**src/rtl/dcc_pkg.sv**
```systemverilog
// Shared types and response-kind codes for the DMA coherence request controller.
package dcc_pkg;
    typedef enum logic [1:0] {
        ST_READY   = 2'd0,
        ST_BUSY_RD = 2'd1,
        ST_BUSY_WR = 2'd2
    } dcc_state_t;

    localparam logic [2:0] KIND_DATA      = 3'd0;
    localparam logic [2:0] KIND_DATA_EXCL = 3'd1;
    localparam logic [2:0] KIND_INV_ACK   = 3'd2;
    localparam logic [2:0] KIND_DIR_ACK   = 3'd3;
endpackage

```
**src/rtl/dcc_delay.sv**
```systemverilog
// Fixed-latency message line: a message presented in cycle c appears on the
// output in cycle c+LAT. It assumes one message per cycle at most and no
// back-pressure. LAT=0 gives a wire.
module dcc_delay #(
    parameter int W   = 8,
    parameter int LAT = 14
) (
    input  logic         clk,
    input  logic         rst_n,
    input  logic         in_valid,
    input  logic [W-1:0] in_data,
    output logic         out_valid,
    output logic [W-1:0] out_data
);
    generate
        if (LAT == 0) begin : g_wire
            assign out_valid = in_valid;
            assign out_data  = in_data;
        end else begin : g_pipe
            logic [LAT-1:0] vld;
            logic [W-1:0]   dat [LAT];

            // Shift valid bits; reset empties the line.
            always_ff @(posedge clk) begin
                if (!rst_n) begin
                    vld <= '0;
                end else begin
                    vld[0] <= in_valid;
                    for (int i = 1; i < LAT; i++) vld[i] <= vld[i-1];
                end
            end

            // Shift payload alongside; payload needs no reset.
            always_ff @(posedge clk) begin
                dat[0] <= in_data;
                for (int i = 1; i < LAT; i++) dat[i] <= dat[i-1];
            end

            assign out_valid = vld[LAT-1];
            assign out_data  = dat[LAT-1];
        end
    endgenerate
endmodule

```
**src/rtl/dcc_ack_tracker.sv**
```systemverilog
// Signed pending-ack counter with the internal all-acks trigger. The counter
// is cleared on accept and decremented by each signed ack field. When the
// result is zero, the trigger is raised for the next cycle. It assumes the
// owner never subtracts while the trigger is pending.
module dcc_ack_tracker #(
    parameter int ACK_W = 8
) (
    input  logic             clk,
    input  logic             rst_n,
    input  logic             clear,
    input  logic             sub_en,
    input  logic [ACK_W-1:0] sub_val,
    input  logic             take,
    output logic             trig_pend
);
    logic signed [ACK_W-1:0] count;
    logic signed [ACK_W-1:0] count_nxt;

    assign count_nxt = count - $signed(sub_val);

    // Hold the pending count for the current transaction.
    always_ff @(posedge clk) begin
        if (!rst_n || clear) count <= '0;
        else if (sub_en)     count <= count_nxt;
    end

    // Queue the trigger when an update lands on zero; drop it once consumed.
    always_ff @(posedge clk) begin
        if (!rst_n || clear || take)        trig_pend <= 1'b0;
        else if (sub_en && count_nxt == '0) trig_pend <= 1'b1;
    end

    AST_TRIG_AT_ZERO: assert property (@(posedge clk) disable iff (!rst_n)
        trig_pend |-> count == '0);
    AST_TRIG_ONCE: assert property (@(posedge clk) disable iff (!rst_n)
        take |=> !trig_pend);
    AST_CLEAR_ZERO: assert property (@(posedge clk) disable iff (!rst_n)
        clear |=> (count == '0 && !trig_pend));
endmodule

```
**src/rtl/dma_coh_ctrl.sv**
```systemverilog
// Single-outstanding DMA coherence request controller. It accepts sequencer
// loads and stores and sends delayed directory requests. It resolves each
// transaction from data or from ack counting, and returns data or a
// write-done pulse. After a write it sends a delayed exclusive unblock.
// Assumptions: each input message is held until its ready is seen; the
// trigger beats responses and responses beat new requests.
module dma_coh_ctrl
    import dcc_pkg::*;
#(
    parameter int ADDR_W  = 32,
    parameter int DATA_W  = 64,
    parameter int LEN_W   = 8,
    parameter int ACK_W   = 8,
    parameter int ID_W    = 4,
    parameter int REQ_LAT = 14,
    parameter int RSP_LAT = 14,
    parameter logic [ID_W-1:0] SRC_ID = '0
) (
    input  logic              clk,
    input  logic              rst_n,
    input  logic              seq_valid,
    output logic              seq_ready,
    input  logic              seq_is_store,
    input  logic [ADDR_W-1:0] seq_addr,
    input  logic [DATA_W-1:0] seq_data,
    input  logic [LEN_W-1:0]  seq_len,
    input  logic              rsp_valid,
    output logic              rsp_ready,
    input  logic [2:0]        rsp_kind,
    input  logic [ACK_W-1:0]  rsp_acks,
    input  logic [DATA_W-1:0] rsp_data,
    output logic              dreq_valid,
    output logic              dreq_is_write,
    output logic [ADDR_W-1:0] dreq_addr,
    output logic [DATA_W-1:0] dreq_data,
    output logic [LEN_W-1:0]  dreq_len,
    output logic [ID_W-1:0]   dreq_src,
    output logic              unblk_valid,
    output logic [ADDR_W-1:0] unblk_addr,
    output logic              rd_done,
    output logic [DATA_W-1:0] rd_data,
    output logic              wr_done,
    output logic              proto_err
);
    localparam int REQ_W = 1 + ADDR_W + DATA_W + LEN_W;

    dcc_state_t        state;
    logic [ADDR_W-1:0] tbe_addr;
    logic [DATA_W-1:0] tbe_data;
    logic              trig_pend;
    logic              take_trig, take_rsp, take_seq;
    logic              is_data, is_inv, is_dack, rsp_fits, sub_en;
    logic [REQ_W-1:0]  req_pkt, req_out;

    // Arbitration: trigger, then response, then sequencer.
    assign take_trig = trig_pend && (state != ST_READY);
    assign rsp_ready = !trig_pend;
    assign take_rsp  = rsp_valid && rsp_ready;
    assign seq_ready = (state == ST_READY) && !trig_pend && !rsp_valid;
    assign take_seq  = seq_valid && seq_ready;

    // Response decode and legality for the current state.
    always_comb begin
        is_data  = (rsp_kind == KIND_DATA) || (rsp_kind == KIND_DATA_EXCL);
        is_inv   = (rsp_kind == KIND_INV_ACK);
        is_dack  = (rsp_kind == KIND_DIR_ACK);
        rsp_fits = (is_data && state == ST_BUSY_RD)
                 || (is_inv && state != ST_READY)
                 || (is_dack && state == ST_BUSY_WR);
    end

    assign sub_en = take_rsp && (is_inv || is_dack) && rsp_fits;

    dcc_ack_tracker #(.ACK_W(ACK_W)) u_acks (
        .clk      (clk),
        .rst_n    (rst_n),
        .clear    (take_seq),
        .sub_en   (sub_en),
        .sub_val  (rsp_acks),
        .take     (take_trig),
        .trig_pend(trig_pend)
    );

    // Controller state, transaction entry and completion pulses.
    always_ff @(posedge clk) begin
        if (!rst_n) begin
            state    <= ST_READY;
            tbe_addr <= '0;
            tbe_data <= '0;
            rd_done  <= 1'b0;
            rd_data  <= '0;
            wr_done  <= 1'b0;
        end else begin
            rd_done <= 1'b0;
            wr_done <= 1'b0;
            case (state)
                ST_READY: begin
                    if (take_seq) begin
                        tbe_addr <= seq_addr;
                        tbe_data <= seq_data;
                        state    <= seq_is_store ? ST_BUSY_WR : ST_BUSY_RD;
                    end
                end
                ST_BUSY_RD: begin
                    if (take_trig) begin
                        rd_done <= 1'b1;
                        rd_data <= tbe_data;
                        state   <= ST_READY;
                    end else if (take_rsp && is_data) begin
                        tbe_data <= rsp_data;
                        rd_done  <= 1'b1;
                        rd_data  <= rsp_data;
                        state    <= ST_READY;
                    end
                end
                ST_BUSY_WR: begin
                    if (take_trig) begin
                        wr_done <= 1'b1;
                        state   <= ST_READY;
                    end
                end
                default: state <= ST_READY;
            endcase
        end
    end

    // Sticky protocol error on any consumed response the state cannot use.
    always_ff @(posedge clk) begin
        if (!rst_n)                    proto_err <= 1'b0;
        else if (take_rsp && !rsp_fits) proto_err <= 1'b1;
    end

    assign req_pkt = {seq_is_store, seq_addr, seq_data, seq_len};

    dcc_delay #(.W(REQ_W), .LAT(REQ_LAT)) u_req_line (
        .clk      (clk),
        .rst_n    (rst_n),
        .in_valid (take_seq),
        .in_data  (req_pkt),
        .out_valid(dreq_valid),
        .out_data (req_out)
    );

    assign {dreq_is_write, dreq_addr, dreq_data, dreq_len} = req_out;
    assign dreq_src = SRC_ID;

    dcc_delay #(.W(ADDR_W), .LAT(RSP_LAT)) u_unblk_line (
        .clk      (clk),
        .rst_n    (rst_n),
        .in_valid (take_trig && state == ST_BUSY_WR),
        .in_data  (tbe_addr),
        .out_valid(unblk_valid),
        .out_data (unblk_addr)
    );

    AST_STALL_BUSY: assert property (@(posedge clk) disable iff (!rst_n)
        (state != ST_READY) |-> !seq_ready);
    AST_ONE_TAKE: assert property (@(posedge clk) disable iff (!rst_n)
        $onehot0({take_trig, take_rsp, take_seq}));
    AST_ERR_STICKY: assert property (@(posedge clk) disable iff (!rst_n)
        proto_err |=> proto_err);
    AST_DONE_EXCL: assert property (@(posedge clk) disable iff (!rst_n)
        !(rd_done && wr_done));
    AST_DONE_IDLE: assert property (@(posedge clk) disable iff (!rst_n)
        (rd_done || wr_done) |-> state == ST_READY);
    AST_BAD_RSP_HOLD: assert property (@(posedge clk) disable iff (!rst_n)
        (take_rsp && !rsp_fits) |=> $stable(state));
endmodule

```
**config.mk**
```make
export PLATFORM = sky130hd
export DESIGN_NAME = dma_coh_ctrl
export DESIGN_NICKNAME = d
export VERILOG_FILES = /design/src/rtl/dcc_pkg.sv /design/src/rtl/dcc_delay.sv /design/src/rtl/dcc_ack_tracker.sv /design/src/rtl/dma_coh_ctrl.sv
export SDC_FILE = /design/constraint.sdc
export NUM_CORES = 1
export LEC_CHECK = 0
export BUFFER_PORTS_ARGS = -buffer_cell sky130_fd_sc_hd__buf_2
export CORE_ASPECT_RATIO = 1.25
export CORE_MARGIN = 5
export CORE_UTILIZATION = 60
export CTS_CLUSTER_SIZE = 16
export DETAILED_ROUTE_END_ITERATION = 8
export GPL_TIMING_DRIVEN = 0
export PLACE_DENSITY = 0.8
export RECOVER_POWER = 25
export SYNTH_ARGS = -nofsm -noshare
export SYNTH_HDL_FRONTEND = slang
export SYNTH_SLANG_ARGS = --single-unit
```
**constraint.sdc**
```tcl
create_clock -name clk -period 2.9 [get_ports clk]
set_input_delay 0.435 -clock clk [delete_from_list [all_inputs] [get_ports clk]]
set_output_delay 0.435 -clock clk [all_outputs]
set_load 0.05 [all_outputs]
```
* Yosys cells after proc, flatten, opt, wreduce, memory -nomap -nowiden
Memories as Yosys holds them, arrays and structs flattened.
Index checks and enable logic that the tools add are counted.
** Word-level totals
- Register bits after elaboration :: 202
- RAM bits :: 1918
- Word-level logic and storage cells :: 74
- Input bits :: 184
- Bits in read-only memories :: 0
- Memories kept :: 2
- Output and inout port bits :: 212
- Bits in latches :: 0
** Operators by class
- Reductions and logical operators :: 36
- $add $sub $neg :: 1
- Bitwise gates (word level) :: 0
- Equality and inequality tests :: 10
- Shifts and indexed selects :: 0
- Div/mod/pow operators :: 0
- Magnitude comparators :: 0
- $mul :: 0
- Muxes and demuxes :: 14
** Memory list
- u_req_line.g_pipe.dat :: depth 14, width 105, rd ports 14, clocked after memory_dff 0, write ports 14, RTL line dcc_delay.sv:21 : logic [W-1:0] dat [LAT];
- u_unblk_line.g_pipe.dat :: depth 14, width 32, rd ports 14, clocked after memory_dff 0, write ports 14, RTL line dcc_delay.sv:21
** Operator list (count)
- $mux 64 :: 4
- $pmux 64 s2 :: 1
- $logic_and 1x1->1 :: 14
- $mux 2 :: 5
- $logic_not 8->1 :: 1
- $reduce_and 2->1 :: 4
- $sub 8x8->8 :: 1
- $eq 3x2->1 const B :: 2
- $logic_or 1x1->1 :: 6
- $pmux 2 s3 :: 1
- $reduce_bool 2->1 :: 3
- $logic_not 1->1 :: 4
- $ne 2x1->1 const B :: 2
- $ne 2x2->1 const B :: 2
- $reduce_and 4->1 :: 1
- $eq 3x1->1 const B :: 1
- $logic_not 3->1 :: 1
- $mux 1 :: 3
- $ne 3x2->1 const B :: 1
- $reduce_and 3->1 :: 1
- $eq 2x1->1 const B :: 1
- $eq 2x2->1 const B :: 1
- $logic_not 2->1 :: 1

* Longest topological paths before layout
- Word-level depth :: 7
- Mapped depth :: 10
- Mapped depth without buffers :: 10

* Cells and area by module
Synthesis repeated with hierarchy kept, for this count alone.
** Unflattened totals
- Cells, all modules :: 3130
- Area total of the unflattened synthesis :: 49318.6 um^2
** Modules (own cells, without submodules)
- dcc_delay (u_req_line) :: seq. area each 29708.5 um^2, times used 1, area each 30608.1 um^2, cells each 1604
- dcc_delay (u_unblk_line) :: seq. area each 9248.9 um^2, times used 1, area each 9600.5 um^2, cells each 509
- dma_coh_ctrl :: seq. area each 3303.2 um^2, times used 1, area each 8371.8 um^2, cells each 925
- dcc_ack_tracker :: seq. area each 180.2 um^2, times used 1, area each 738.2 um^2, cells each 92

* Least setup slack after synthesis
Ideal clock, no wire load.
- Path type :: reg-to-reg
- From :: register state[1]
- To :: register tbe_data[43]
- Path slack :: 816 ps
- Arrival time :: 1937 ps
- Buffers on the path :: 3
- Stages on the path, launching flop included :: 8
- Period minus slack after synthesis :: 2084 ps
- Data required time :: 2753 ps
- Setup time :: 147 ps
- Cells stage by stage :: dfxtp_1 buf_2 nor4_4 nand2_4 o21ai_2 buf_2 buf_4 a311oi_2
** On the way
- Cells in the longest elaborated chain, start to end :: 6
- Elaborated cells on any way between the ends :: 13
- Those cells by class :: 4 x eq/ne; 1 x mux; 8 x reduce/logical
** Ends and longest elaborated chain
- start: declaration :: RTL line dma_coh_ctrl.sv:47 : dcc_state_t state;
- start signal: assignment :: RTL line dma_coh_ctrl.sv:101 : state <= seq_is_store ? ST_BUSY_WR : ST_BUSY_RD;
- $logic_not 2->1 :: RTL line dma_coh_ctrl.sv:59 : assign seq_ready = (state == ST_READY) && !trig_pend && !rsp_valid;
- $logic_and 1x1->1 (2 in series) :: RTL line dma_coh_ctrl.sv:59
- via seq_ready :: RTL line dma_coh_ctrl.sv:22 : output logic seq_ready,
- $logic_and 1x1->1 :: RTL line dma_coh_ctrl.sv:60 : assign take_seq = seq_valid && seq_ready;
- $ne 2x1->1 (no source line)
- $reduce_and 4->1 (no source line)
- end signal: assignment :: RTL line dma_coh_ctrl.sv:100 : tbe_data <= seq_data;
- end signal: assignment :: RTL line dma_coh_ctrl.sv:110 : tbe_data <= rsp_data;
- end: declaration :: RTL line dma_coh_ctrl.sv:49 : logic [DATA_W-1:0] tbe_data;
The timed path passes the listed nets, and every way through them passes these cells.
A chain may end at the register's enable or synchronous reset.

* Final worst setup path
- From :: register state[1]
- To :: register rd_data[25]
** On the way
- Cells in the longest elaborated chain, start to end :: 4
- Elaborated cells on any way between the ends :: 6
- Those cells by class :: 1 x eq/ne; 1 x mux; 4 x reduce/logical
** Ends and longest elaborated chain
- $reduce_bool 2->1 :: RTL line dma_coh_ctrl.sv:56 : assign take_trig = trig_pend && (state != ST_READY);
- $logic_and 1x1->1 :: RTL line dma_coh_ctrl.sv:56
- $reduce_bool 2->1 (no source line)
- $reduce_and 2->1 (no source line)
- end signal: assignment :: RTL line dma_coh_ctrl.sv:107 : rd_data <= tbe_data;
- end signal: assignment :: RTL line dma_coh_ctrl.sv:112 : rd_data <= rsp_data;
- end: declaration :: RTL line dma_coh_ctrl.sv:41 : output logic [DATA_W-1:0] rd_data,
Several ways; a longest one is shown, not always the timed one.

==> impl_metrics.tcl <==
set metrics [dict create \
    status "finished clean" \
    synthCells 3015 \
    yosysMostFrequentCell "dfxtp_1" \
    post_drt_wl_per_cell_um 17.6 \
    overflow 0 \
    drcViolationCount 0 \
    busiest_layer "met2" \
    setup_tns_ns 0 \
    slowest_stage "clkbuf_1" \
    viasPerCell 4.56 \
    antenna_found_initial 6 \
    arrival_ns 2.96 \
    clock.fmax_ghz 0.424 \
    slowest_delay_ns 0.53 \
    grt_max_degree 17 \
    cp.required_ns 3.50 \
    tightest_slew_ns 0.835 \
    finClkSkew_ns 0.0519 \
    synth_top_area_share 0.881 \
    place.gp.congestion 0.820 \
    synth_edf_count 0 \
    die_h_um 327 \
    dp_hpwl_mm 47.7 \
    syn_area_per_cell_um2 16.0 \
    power_w 0.0562 \
    use_met3 0.0580 \
    drtIter0Drc 1122 \
    clock_latency_ns 0.74 \
    cts.clk_slew.worst_paths_ns 0.07 \
    maxSlewViolCount 0 \
    synth_commonest_cells "2120 x dfxtp_1, 198 x nand2_1, 147 x buf_4" \
    core_area_um2 79800 \
    port_buffers 391 \
    worst_ir_drop_vdd_uv 647 \
    max_slew_margin 0.444 \
    num_rows 116 \
    crit_fanout 10 \
    yosysWarningCount 0 \
    layout-drive-gt1-share 0.229 \
    num_vias 22600 \
    period_needed_ns 2.36 \
    yosys_most_used_dff "dfxtp_1" \
    grt_use_met1 0.221 \
    cts.htree.levels 4 \
    finalHoldViolCount 0 \
    cp-end-kind "flop" \
    gr-usage-met2 0.374 \
    grt_use_total 0.205 \
    setup_slack_ns 0.541 \
    rsz0062_at_grt "false" \
    nNetsFinal 3943 \
    path_buf_inv 3 \
    ant_nets 0 \
    syn-cell-area_um2 48100 \
    die_area_um2 86000 \
    ys_ff_latch 2120 \
    fin_crit_sh 0.813 \
    powerDensity_nw_per_um2 952 \
    hold_path.class "in -> reg" \
    ctsLongestPathBuffers 3 \
    async_reset_ff_frac 0 \
    dp_slack_ns 0.443 \
    syn2layout_area_growth_pct 22.5 \
    post_cts_resized 0 \
    fp.dieW_um 263 \
    leakage_nw 25.5 \
    drt_first_pass_iters 5 \
    setup_viol 0 \
    grt_pass1_wl_mm 138 \
    drv_cap 0 \
    numCtsBuffers 171 \
    critPathTopFamily "buffers and inverters" \
    drt-total-wl_mm 87.3 \
    post-cts-setup-buffers 0 \
    yosys.cell_types.count 45 \
    num-fill-cells 4537 \
    ys_top_cells_by_area "dfxtp_1 88%, buf_4 2.3%, a311oi_2 1.7%" \
    start_kind "flop" \
    worstPathCellList "buf_2, nand2b_1, nor2_1, buf_2, clkbuf_1, nor2_1, a211oi_1" \
    root_buffer "clkbuf_16" \
    initial_utilization 0.603 \
    cts_tree "built" \
    grt_pass1_vias 24800 \
    io_pins 396 \
    critPathKind "reg -> reg" \
    yosysSeqAreaShare 0.881 \
    yosysTopAreaCell "dfxtp_1" \
    clock-sinks 2120 \
]
## timing repair
action | CTS | global route
hold endpoints to repair | 226 | 0
hold buffers | 169 | 0
setup endpoints to repair | 0 | 0
## state kept, by name (all words and copies together), names as in the netlist
| name | cells |
|---|---|
| rd_done | 1 |
| tbe_addr | 32 |
| u_unblk_line.g_pipe.vld | 14 |
| proto_err | 1 |
| u_acks.count | 8 |
| u_req_line.g_pipe.dat | 1470 |
| wr_done | 1 |
| tbe_data | 64 |
| state | 2 |
| u_acks.trig_pend | 1 |
| rd_data | 64 |
| u_req_line.g_pipe.vld | 14 |
| u_unblk_line.g_pipe.dat | 448 |
## stage by stage
stage / hold slack [ns] / util / cell area [µm²] / instances
2_1_floorplan: 0.310 / - / 48200 / 3018
5_1_grt: 0.0466 / 0.739 / 59000 / 4953
6_report: 0.0640 / 0.739 / 59000 / 4954
4_1_cts: 0.00407 / 0.739 / 59000 / 4948
3_5_place_dp: 0.312 / 0.644 / 51400 / 4471
3_3_place_gp: 0.309 / 0.644 / 51400 / 4471
## worst register-to-register path, stage by stage (launching register included)
cell and delay [ns]:
dfxtp_1 0.30, buf_2 0.18, nand2b_1 0.22, nor2_1 0.19
buf_2 0.31, clkbuf_1 0.54, nor2_1 0.09, a211oi_1 0.40
## logic make-up after synthesis
kind of cell / after synthesis / share of synthesized area
XOR/XNOR: 4 / 0.000728
other: 1 / 0.0000779
AO/OA/AOI/OAI: 190 / 0.0365
buffers and inverters: 232 / 0.0311
AND/OR/NAND/NOR: 391 / 0.0336
multiplexers: 69 / 0.0143
adder cells (fa/ha/maj): 8 / 0.00223
flip-flops: 2120 / 0.881
## routing by layer
metal,vias up,wire length (µm)
met2,739,46400
met1,10600,32000
met5,-,0
met4,0,3610
li1,11000,-
met3,242,5240
## layout make-up
cell class	instances	area (µm²)	area share
antenna	6	15.0	0.000255
tap	1062	1330	0.0225
clock buffer	246	5010	0.0850
clock inverter	62	820	0.0139
buffer	220	1450	0.0246
inverter	12	45.0	0.000764
timing repair buffer	560	3640	0.0617
sequential	2120	42400	0.720
multi-input combinational	666	4220	0.0716
## layout by cell type (no fill, tap or decap), drive strengths merged, types with 2 or more instances in the layout
| cell | instances |
|---|---|
| dfxtp | 2120 |
| buf | 558 |
| clkbuf | 299 |
| nand2 | 200 |
| dlygate4sd3 | 169 |
| nor2 | 144 |
| mux2i | 69 |
| a211oi | 68 |
| a311oi | 64 |
| a21oi | 40 |
| clkinv | 40 |
| and2 | 27 |
| inv | 18 |
| bufinv | 11 |
| ha | 7 |
| diode | 6 |
| clkinvlp | 5 |
| o21ai | 5 |
| nor3 | 4 |
| nor2b | 4 |
| o21a | 4 |
| conb | 4 |
| xor2 | 2 |
| nand3 | 2 |
| nand3b | 2 |
| a21o | 2 |
| xnor2 | 2 |
| nor4b | 2 |
## report_power, final
group	internal (W)	switching (W)	total (W)	leakage (nW)
combinational	0.000630	0.00103	0.00166	4.96
sequential	0.0306	0.000448	0.0311	17.7
clock	0.0132	0.0103	0.0234	2.86
## final timing paths
check / slack [ns] / end / start / cells past startpoint
min reg2reg: 0.28 / u_req_line.g_pipe.dat[1][117]$_DFF_P_ / u_req_line.g_pipe.dat[1][12]$_DFF_P_ / 0
max reg2reg: 0.54 / rd_data[25]$_SDFFE_PN0P_ / state[1]$_SDFFE_PN0P_ / 7
max: 0.54 / rd_data[25]$_SDFFE_PN0P_ / state[1]$_SDFFE_PN0P_ / 7
min: 0.06 / u_acks.count[0]$_SDFFE_PP0P_ / rsp_acks[0] / 3
Note: power is estimated with default switching activity, not from simulation.
